===== config.mk =====
export PLATFORM = sky130hd
export DESIGN_NAME = acc_exec_unit
export DESIGN_NICKNAME = d
export VERILOG_FILES = /design/src/rtl/acc_exec_pkg.sv /design/src/rtl/acc_alu.sv /design/src/rtl/acc_regfile.sv /design/src/rtl/acc_skip_ctl.sv /design/src/rtl/acc_exec_unit.sv
export SDC_FILE = /design/constraint.sdc
export NUM_CORES = 2
export LEC_CHECK = 0
export ABC_AREA = 1
export CORE_ASPECT_RATIO = 2
export CORE_UTILIZATION = 50
export CTS_BUF_LIST = sky130_fd_sc_hd__clkbuf_8
export DETAILED_ROUTE_END_ITERATION = 10
export GPL_TIMING_DRIVEN = 0
export PLACE_DENSITY = 0.66
export REMOVE_ABC_BUFFERS = 1
export SLEW_MARGIN = 20
export SYNTH_ARGS = -nofsm -noshare
export SYNTH_HDL_FRONTEND = slang
export SYNTH_SLANG_ARGS = --single-unit

===== constraint.sdc =====
create_clock -name clk -period 11.8 [get_ports clk]
set_clock_uncertainty 0.2 [all_clocks]
set_input_delay 2.36 -clock clk [delete_from_list [all_inputs] [get_ports clk]]
set_output_delay 2.36 -clock clk [all_outputs]
set_load 0.005 [all_outputs]

===== src/rtl/acc_exec_pkg.sv =====
package acc_exec_pkg;

  typedef enum logic [2:0] {
    OP_ADD_LIT  = 3'd0,
    OP_ADD_REG  = 3'd1,
    OP_AND_LIT  = 3'd2,
    OP_AND_REG  = 3'd3,
    OP_BIT_CLR  = 3'd4,
    OP_BIT_SET  = 3'd5,
    OP_TEST_CLR = 3'd6,
    OP_TEST_SET = 3'd7
  } op_e;

  typedef struct packed {
    logic c;
    logic dc;
    logic z;
  } flags_t;

endpackage


===== src/rtl/acc_alu.sv =====
module acc_alu
  import acc_exec_pkg::*;
#(
  parameter int DATA_W = 8,
  localparam int BIT_W = $clog2(DATA_W),
  localparam int HALF  = DATA_W / 2
) (
  input  op_e                op,
  input  logic               dst,
  input  logic [DATA_W-1:0]  w_val,
  input  logic [DATA_W-1:0]  f_val,
  input  logic [DATA_W-1:0]  lit,
  input  logic [BIT_W-1:0]   bidx,
  output logic [DATA_W-1:0]  result,
  output logic               c_out,
  output logic               dc_out,
  output logic               z_out,
  output logic               upd_cdc,
  output logic               upd_z,
  output logic               wr_w,
  output logic               wr_f,
  output logic               skip_req
);

  logic [DATA_W-1:0] operand;
  logic [DATA_W:0]   sum_full;
  logic [HALF:0]     sum_low;
  logic [DATA_W-1:0] mask;
  logic              sel_bit;

  always_comb begin
    operand  = (op == OP_ADD_LIT || op == OP_AND_LIT) ? lit : f_val;
    sum_full = {1'b0, w_val} + {1'b0, operand};
    sum_low  = {1'b0, w_val[HALF-1:0]} + {1'b0, operand[HALF-1:0]};
    mask     = {{(DATA_W-1){1'b0}}, 1'b1} << bidx;
    sel_bit  = f_val[bidx];
  end

  always_comb begin
    result   = f_val;
    upd_cdc  = 1'b0;
    upd_z    = 1'b0;
    wr_w     = 1'b0;
    wr_f     = 1'b0;
    skip_req = 1'b0;
    unique case (op)
      OP_ADD_LIT: begin
        result  = sum_full[DATA_W-1:0];
        upd_cdc = 1'b1;
        upd_z   = 1'b1;
        wr_w    = 1'b1;
      end
      OP_ADD_REG: begin
        result  = sum_full[DATA_W-1:0];
        upd_cdc = 1'b1;
        upd_z   = 1'b1;
        wr_w    = ~dst;
        wr_f    = dst;
      end
      OP_AND_LIT: begin
        result = w_val & operand;
        upd_z  = 1'b1;
        wr_w   = 1'b1;
      end
      OP_AND_REG: begin
        result = w_val & operand;
        upd_z  = 1'b1;
        wr_w   = ~dst;
        wr_f   = dst;
      end
      OP_BIT_CLR: begin
        result = f_val & ~mask;
        wr_f   = 1'b1;
      end
      OP_BIT_SET: begin
        result = f_val | mask;
        wr_f   = 1'b1;
      end
      OP_TEST_CLR: skip_req = ~sel_bit;
      OP_TEST_SET: skip_req = sel_bit;
      default: ;
    endcase
  end

  assign c_out  = sum_full[DATA_W];
  assign dc_out = sum_low[HALF];
  assign z_out  = (result == '0);

endmodule


===== src/rtl/acc_regfile.sv =====
module acc_regfile #(
  parameter int DATA_W = 8,
  parameter int DEPTH  = 128,
  localparam int ADDR_W = $clog2(DEPTH)
) (
  input  logic              clk,
  input  logic              rst,
  input  logic              we,
  input  logic [ADDR_W-1:0] waddr,
  input  logic [DATA_W-1:0] wdata,
  input  logic [ADDR_W-1:0] raddr_a,
  output logic [DATA_W-1:0] rdata_a,
  input  logic [ADDR_W-1:0] raddr_b,
  output logic [DATA_W-1:0] rdata_b
);

  logic [DATA_W-1:0] mem [DEPTH];

  always_ff @(posedge clk) begin
    if (rst) begin
      for (int i = 0; i < DEPTH; i++) mem[i] <= '0;
    end else if (we) begin
      mem[waddr] <= wdata;
    end
  end

  assign rdata_a = mem[raddr_a];
  assign rdata_b = mem[raddr_b];

endmodule


===== src/rtl/acc_skip_ctl.sv =====
module acc_skip_ctl (
  input  logic clk,
  input  logic rst,
  input  logic valid,
  input  logic skip_req,
  output logic exec_en,
  output logic pending
);

  assign exec_en = valid & ~pending;

  always_ff @(posedge clk) begin
    if (rst)           pending <= 1'b0;
    else if (valid)    pending <= pending ? 1'b0 : skip_req;
  end


  squash_clears_chk: assert property (@(posedge clk) disable iff (rst)
    (valid && pending) |=> !pending);


  idle_keeps_skip_chk: assert property (@(posedge clk) disable iff (rst)
    !valid |=> $stable(pending));

endmodule


===== src/rtl/acc_exec_unit.sv =====
module acc_exec_unit
  import acc_exec_pkg::*;
#(
  parameter int DATA_W = 8,
  parameter int DEPTH  = 128
) (
  input  logic                       clk,
  input  logic                       rst,
  input  logic                       in_valid,
  input  logic [2:0]                 in_op,
  input  logic [$clog2(DEPTH)-1:0]   in_addr,
  input  logic                       in_dst,
  input  logic [$clog2(DATA_W)-1:0]  in_bit,
  input  logic [DATA_W-1:0]          in_lit,
  output logic [DATA_W-1:0]          w_out,
  output logic                       flag_c,
  output logic                       flag_dc,
  output logic                       flag_z,
  output logic                       skip_pending,
  input  logic [$clog2(DEPTH)-1:0]   dbg_addr,
  output logic [DATA_W-1:0]          dbg_data
);

  localparam int ADDR_W = $clog2(DEPTH);
  localparam int BIT_W  = $clog2(DATA_W);

  op_e               op;
  logic [DATA_W-1:0] f_val;
  logic [DATA_W-1:0] result;
  logic              c_n, dc_n, z_n;
  logic              upd_cdc, upd_z, wr_w, wr_f, skip_req;
  logic              exec_en;
  logic [DATA_W-1:0] w_q;
  flags_t            flags_q;

  assign op = op_e'(in_op);

  acc_regfile #(.DATA_W(DATA_W), .DEPTH(DEPTH)) u_rf (
    .clk     (clk),
    .rst     (rst),
    .we      (exec_en & wr_f),
    .waddr   (in_addr),
    .wdata   (result),
    .raddr_a (in_addr),
    .rdata_a (f_val),
    .raddr_b (dbg_addr),
    .rdata_b (dbg_data)
  );

  acc_alu #(.DATA_W(DATA_W)) u_alu (
    .op       (op),
    .dst      (in_dst),
    .w_val    (w_q),
    .f_val    (f_val),
    .lit      (in_lit),
    .bidx     (in_bit[BIT_W-1:0]),
    .result   (result),
    .c_out    (c_n),
    .dc_out   (dc_n),
    .z_out    (z_n),
    .upd_cdc  (upd_cdc),
    .upd_z    (upd_z),
    .wr_w     (wr_w),
    .wr_f     (wr_f),
    .skip_req (skip_req)
  );

  acc_skip_ctl u_skip (
    .clk      (clk),
    .rst      (rst),
    .valid    (in_valid),
    .skip_req (skip_req),
    .exec_en  (exec_en),
    .pending  (skip_pending)
  );

  always_ff @(posedge clk) begin
    if (rst) begin
      w_q     <= '0;
      flags_q <= '0;
    end else if (exec_en) begin
      if (wr_w)    w_q        <= result;
      if (upd_cdc) flags_q.c  <= c_n;
      if (upd_cdc) flags_q.dc <= dc_n;
      if (upd_z)   flags_q.z  <= z_n;
    end
  end

  assign w_out   = w_q;
  assign flag_c  = flags_q.c;
  assign flag_dc = flags_q.dc;
  assign flag_z  = flags_q.z;


  reset_state_chk: assert property (@(posedge clk)
    rst |=> (w_out == '0 && !flag_c && !flag_dc && !flag_z && !skip_pending));


  squash_hold_chk: assert property (@(posedge clk) disable iff (rst)
    (in_valid && skip_pending) |=> ($stable(w_out) && $stable(flags_q)));


  idle_hold_chk: assert property (@(posedge clk) disable iff (rst)
    !in_valid |=> ($stable(w_out) && $stable(flags_q)));


  bitop_quiet_chk: assert property (@(posedge clk) disable iff (rst)
    (in_valid && !skip_pending && in_op[2]) |=> ($stable(w_out) && $stable(flags_q)));


  and_keeps_carry_chk: assert property (@(posedge clk) disable iff (rst)
    (in_valid && !skip_pending && in_op[2:1] == 2'b01) |=> ($stable(flag_c) && $stable(flag_dc)));

endmodule


Yosys cells after proc, flatten, opt, wreduce, memory -nomap -nowiden
Memories as Yosys holds them, arrays and structs flattened.
Cells that the tools add are included.
{"block": "op_classes", "add_sub_neg": 2, "multipliers": 0, "div": 0, "order_cmp": 1, "n_eq_ne": 7, "shifts": 1, "mux": 18, "bitwise_logic": 9, "n_reduce_logical": 13}
{"cell": "8-bit one-hot mux with 4 select lines", "n": 1}
{"cell": "8-bit AND", "n": 2}
{"cell": "8-bit two-way mux", "n": 2}
{"cell": "3-bit equality test, second input constant", "n": 4}
{"cell": "1-bit two-way mux", "n": 10}
{"cell": "2-bit OR reduction", "n": 5}
{"cell": "8-bit by 8-bit adder with 9-bit output", "n": 1}
{"cell": "8-bit logical NOT", "n": 1}
{"cell": "8-bit inverter", "n": 1}
{"cell": "8-bit OR", "n": 1}
{"cell": "8-bit OR reduction", "n": 1}
{"cell": "1-bit by 3-bit << shifter with 8-bit output, first input constant", "n": 1}
{"cell": "7-bit two-way mux", "n": 1}
{"cell": "3-bit by 2-bit equality test with 1-bit output, second input constant", "n": 2}
{"cell": "1-bit one-hot mux with 2 select lines", "n": 3}
{"cell": "2-bit AND reduction", "n": 3}
{"cell": "4-bit by 4-bit adder with 5-bit output", "n": 1}
{"cell": "3-bit by 4-bit < comparator with 1-bit output, second input constant", "n": 1}
{"cell": "4-bit OR reduction", "n": 1}
{"cell": "1-bit binary-select mux with 3-bit select", "n": 1}
{"cell": "3-bit by 1-bit equality test with 1-bit output, second input constant", "n": 1}
{"cell": "3-bit logical NOT", "n": 1}
{"cell": "1-bit inverter", "n": 3}
{"cell": "1-bit AND", "n": 2}
{"cell": "1-bit logical OR", "n": 1}
{"block": "totals", "reg_bits": 12, "latch_bits": 0, "mem_bits_rw": 1024, "rom_bits": 0, "inputBits": 32, "out_inout_bits": 20, "mem_count": 1}
{"memory": "u_rf.mem", "depth": 128, "word_bits": 8, "rd": 2, "rd_clocked_by_memory_dff": 0, "write_ports": 128, "line_no": "acc_regfile.sv:17", "source": "logic [DATA_W-1:0] mem [DEPTH];"}

Logic depth before layout (Yosys ltp)
{"block": "depth", "ltp_word": 9, "depth_mapped": 38, "depth_no_buf": 33}

Cells and area by module
Synthesis repeated with hierarchy kept, for this count alone.
{"block": "hier_totals", "cells_unflattened": 7483, "hier_area_um2": 58597.4}
{"mod": "acc_regfile", "n_inst": 1, "cells_per_inst": 7193, "area_each_um2": 57037.2}
{"mod": "acc_alu", "n_inst": 1, "cells_per_inst": 209, "area_each_um2": 1038.5}
{"mod": "acc_exec_unit", "n_inst": 1, "cells_per_inst": 74, "area_each_um2": 473.0}
{"mod": "acc_skip_ctl", "n_inst": 1, "cells_per_inst": 7, "area_each_um2": 48.8}

Least setup slack after synthesis
No wires, ideal clock.
{"block": "synth_timing", "kind": "input-to-output", "from": "input dbg_addr[1]", "to": "output dbg_data[4]", "t_arrival_ps": 4134, "required_time_ps": 9240, "setup_slack_ps": 5106, "path_stages": 10, "n_path_buf": 4, "path_cell_list": "buf_2 clkbuf_1 clkbuf_1 clkbuf_1 o21ai_0 o22ai_1 nor2_1 o32ai_1 o211ai_1 a32oi_1"}
{"block": "synth_between", "elab_chain_len": 1}
{"item": "start: declaration", "line_no": "acc_exec_unit.sv:20", "source": "input logic [$clog2(DEPTH)-1:0] dbg_addr,"}
{"item": "memory 128 x 8 bit"}
{"item": "end: declaration", "line_no": "acc_exec_unit.sv:21", "source": "output logic [DATA_W-1:0] dbg_data"}
Every way passes these cells.

==> results_dict.tcl <==
set metrics [dict create \
    fin_tns_setup_ns 0 \
    synth-seq-area-share_pct 53.37 \
    cp_common_cell "nand2_1" \
    max_stage_delay_ns 0.83 \
    netlist_area_mm2 0.05806 \
    synth_flop_cell "edfxtp_1" \
    end_kind "flip-flop" \
    drt_first_pass_iters 9 \
    pin_count 52 \
    cts_resized 0 \
    maxSlewHeadroom_pct 15.32 \
    final.setup.worst_slack_ns 0.9784 \
    critPathRequiredTime_ns 12.19 \
    rsz0062_at_grt "false" \
    cts_tree "done" \
    post_cts_buffers 0 \
    drt_iter0_drc 7065 \
    grt_usage_pct 38.87 \
    synthArstFlopShare_pct 0 \
    vias 54060 \
    hold_path_class "reg2reg" \
    min_period_over_period_pct 91.71 \
    max_freq_mhz 92.41 \
    io_buffers 51 \
    insertion_delay_ns 0.89 \
    drcViolationCount 0 \
    cts_buffers 146 \
    hold_viol_final 0 \
    dieArea_mm2 0.1176 \
    fin_nets 6970 \
    cpMaxStageDelayCell "o21ai_0" \
    status "complete, no violations" \
    synth_edf_count 1024 \
    wl_per_cell_um 27.09 \
    dp_hpwl_um 147400 \
    layout_commonest_cell "nor2_1" \
    fillers 10550 \
    std_cell_rows 176 \
    clock-sinks 1036 \
    ys_ff_latch 1036 \
    grt_max_degree 190 \
    path_clk_slew_ns 0.07 \
    syn_avg_cell_area_um2 8.079 \
    p_leak_nw 24.34 \
    drtAntennaViolNets 0 \
    slew_viol_final 0 \
    viasPerCell 6.318 \
    cts_max_level 4 \
    hold_slack_ns 0.2782 \
    die_w_um 243.0 \
    place.gp.congestion 1.013 \
    totalWireLength_um 231800 \
    critPathMaxFanout 189 \
    grt_pass1_wl_um 333600 \
    startpoint_type "input port" \
    syn_to_final_growth_pct 8.178 \
    setup_viol 0 \
    overflow 0 \
    synthDistinctLibCells 40 \
    yosysWarnings 0 \
    cellPowerDensity_mw_per_mm2 135.9 \
    cap_violations 0 \
    core_area_mm2 0.1152 \
    clockBufferDepth 3 \
    grt_pass1_vias 51590 \
    layout_common_cells "nor2_1, nand2_1, edfxtp_1" \
    start_util_pct 50.42 \
    syn_inst 7187 \
    arrival_ns 11.21 \
    min_period_ns 10.82 \
    cts_hold_buf 0 \
    drive_gt1_share_pct 5.542 \
    cts_root_buf "clkbuf_8" \
    place_ws_ns 1.001 \
    die_h_um 483.9 \
    path_class "in2reg" \
    worstMarginPinSlew_ns 1.254 \
    antenna_found_initial 12 \
    max-vdd-ir-drop_uv 129.7 \
]
cell type report:
cell class                      count  area [um2]  area share [%]
Timing Repair Buffer              144        2614           4.161
Clock buffer                      157        2161           3.440
Tap cell                         1513        1893           3.014
Sequential cell                  1036       30990           49.34
Clock inverter                    100       626.9          0.9980
Multi-Input combinational cell   5373       23580           37.54
Antenna cell                        7       17.52         0.02789
Inverter                          227       933.4           1.486
sequential cells by signal (all words and copies together), names as in the netlist:
name and count:
u_rf.mem 1024, w_out 8, flag_c 1, flag_dc 1, flag_z 1, u_skip.pending 1
through the flow:
stage	cell area, um2	util [%]	power (mW)	std cells
floorplan	55270	-	4.938	6636
global placement	57670	50.08	5.693	8200
detailed placement	59990	52.09	5.671	8293
CTS	62780	54.51	8.442	8550
global route	62800	54.53	8.712	8551
finish	62810	54.54	8.536	8557
worst paths after layout:
check / from / depth (start not counted) / end / slack, ns
setup / recovery: in_addr[0] / 33 / u_rf.mem[20][6] / 0.98
hold / removal: flag_z / 2 / flag_z / 0.28
setup reg to reg: u_rf.mem[32][0] / 27 / u_rf.mem[20][6] / 5.27
hold reg to reg: flag_z / 2 / flag_z / 0.28
logic make-up (layout without fill, tap and decap cells):
| group | count (synthesis) | count (layout) | share of synthesized area [%] |
|---|---|---|---|
| AOI/OAI and AO/OA | 1429 | 1429 | 14.00 |
| and+or+nand+nor | 3934 | 3934 | 26.12 |
| other | 0 | 7 | 0 |
| DFF | 1036 | 1036 | 53.37 |
| adders and majority gates | 10 | 10 | 0.2284 |
| buffers and inverters | 778 | 628 | 6.284 |
critical path: cells and delay by family:
family                   cells  cell delay (ns)
buffers and inverters       13             3.15
AO/OA/AOI/OAI                6             2.19
adder cells (fa/ha/maj)      2             0.40
AND/OR/NAND/NOR             12             2.20
cells in the mapped netlist (9+ instances only):
master,instances,share of area (%)
a31oi_1,13,0.14
buf_4,66,0.85
o221ai_1,51,0.77
buf_1,26,0.17
nand4_1,10,0.11
o311ai_0,9,0.14
nand3_1,104,0.90
ha_1,9,0.19
o21ai_0,809,7.0
nand2_1,1851,12
buf_2,154,1.3
inv_1,215,1.4
o211ai_1,160,2.1
a21oi_1,112,0.97
edfxtp_1,1024,53
or2_2,59,0.64
nor2_1,1876,12
a32oi_1,9,0.14
o21ai_1,53,0.46
dfxtp_1,12,0.41
buf_6,38,0.74
clkbuf_1,267,1.7
o22ai_1,198,2.1
where the power goes:
part / internal (mW) / total [mW] / leakage [nW] / switching, mW
clock: 1.40 / 2.87 / 1.55 / 1.47
sequential: 4.16 / 4.22 / 10.7 / 0.0688
combinational: 0.359 / 1.45 / 12.1 / 1.09
total: 5.91 / 8.54 / 24.3 / 2.62
per-layer routing:
metal	share of wire (%)	wire, um	vias up	track usage (%)
met5	0.024	56	-	0.2071
met4	10	24130	10	34.94
met3	10	23740	1159	8.876
met2	49	112500	3752	65.65
met1	31	71380	25490	40.00
li1	-	-	23650	-
Note: power is estimated with default switching activity, not from simulation.
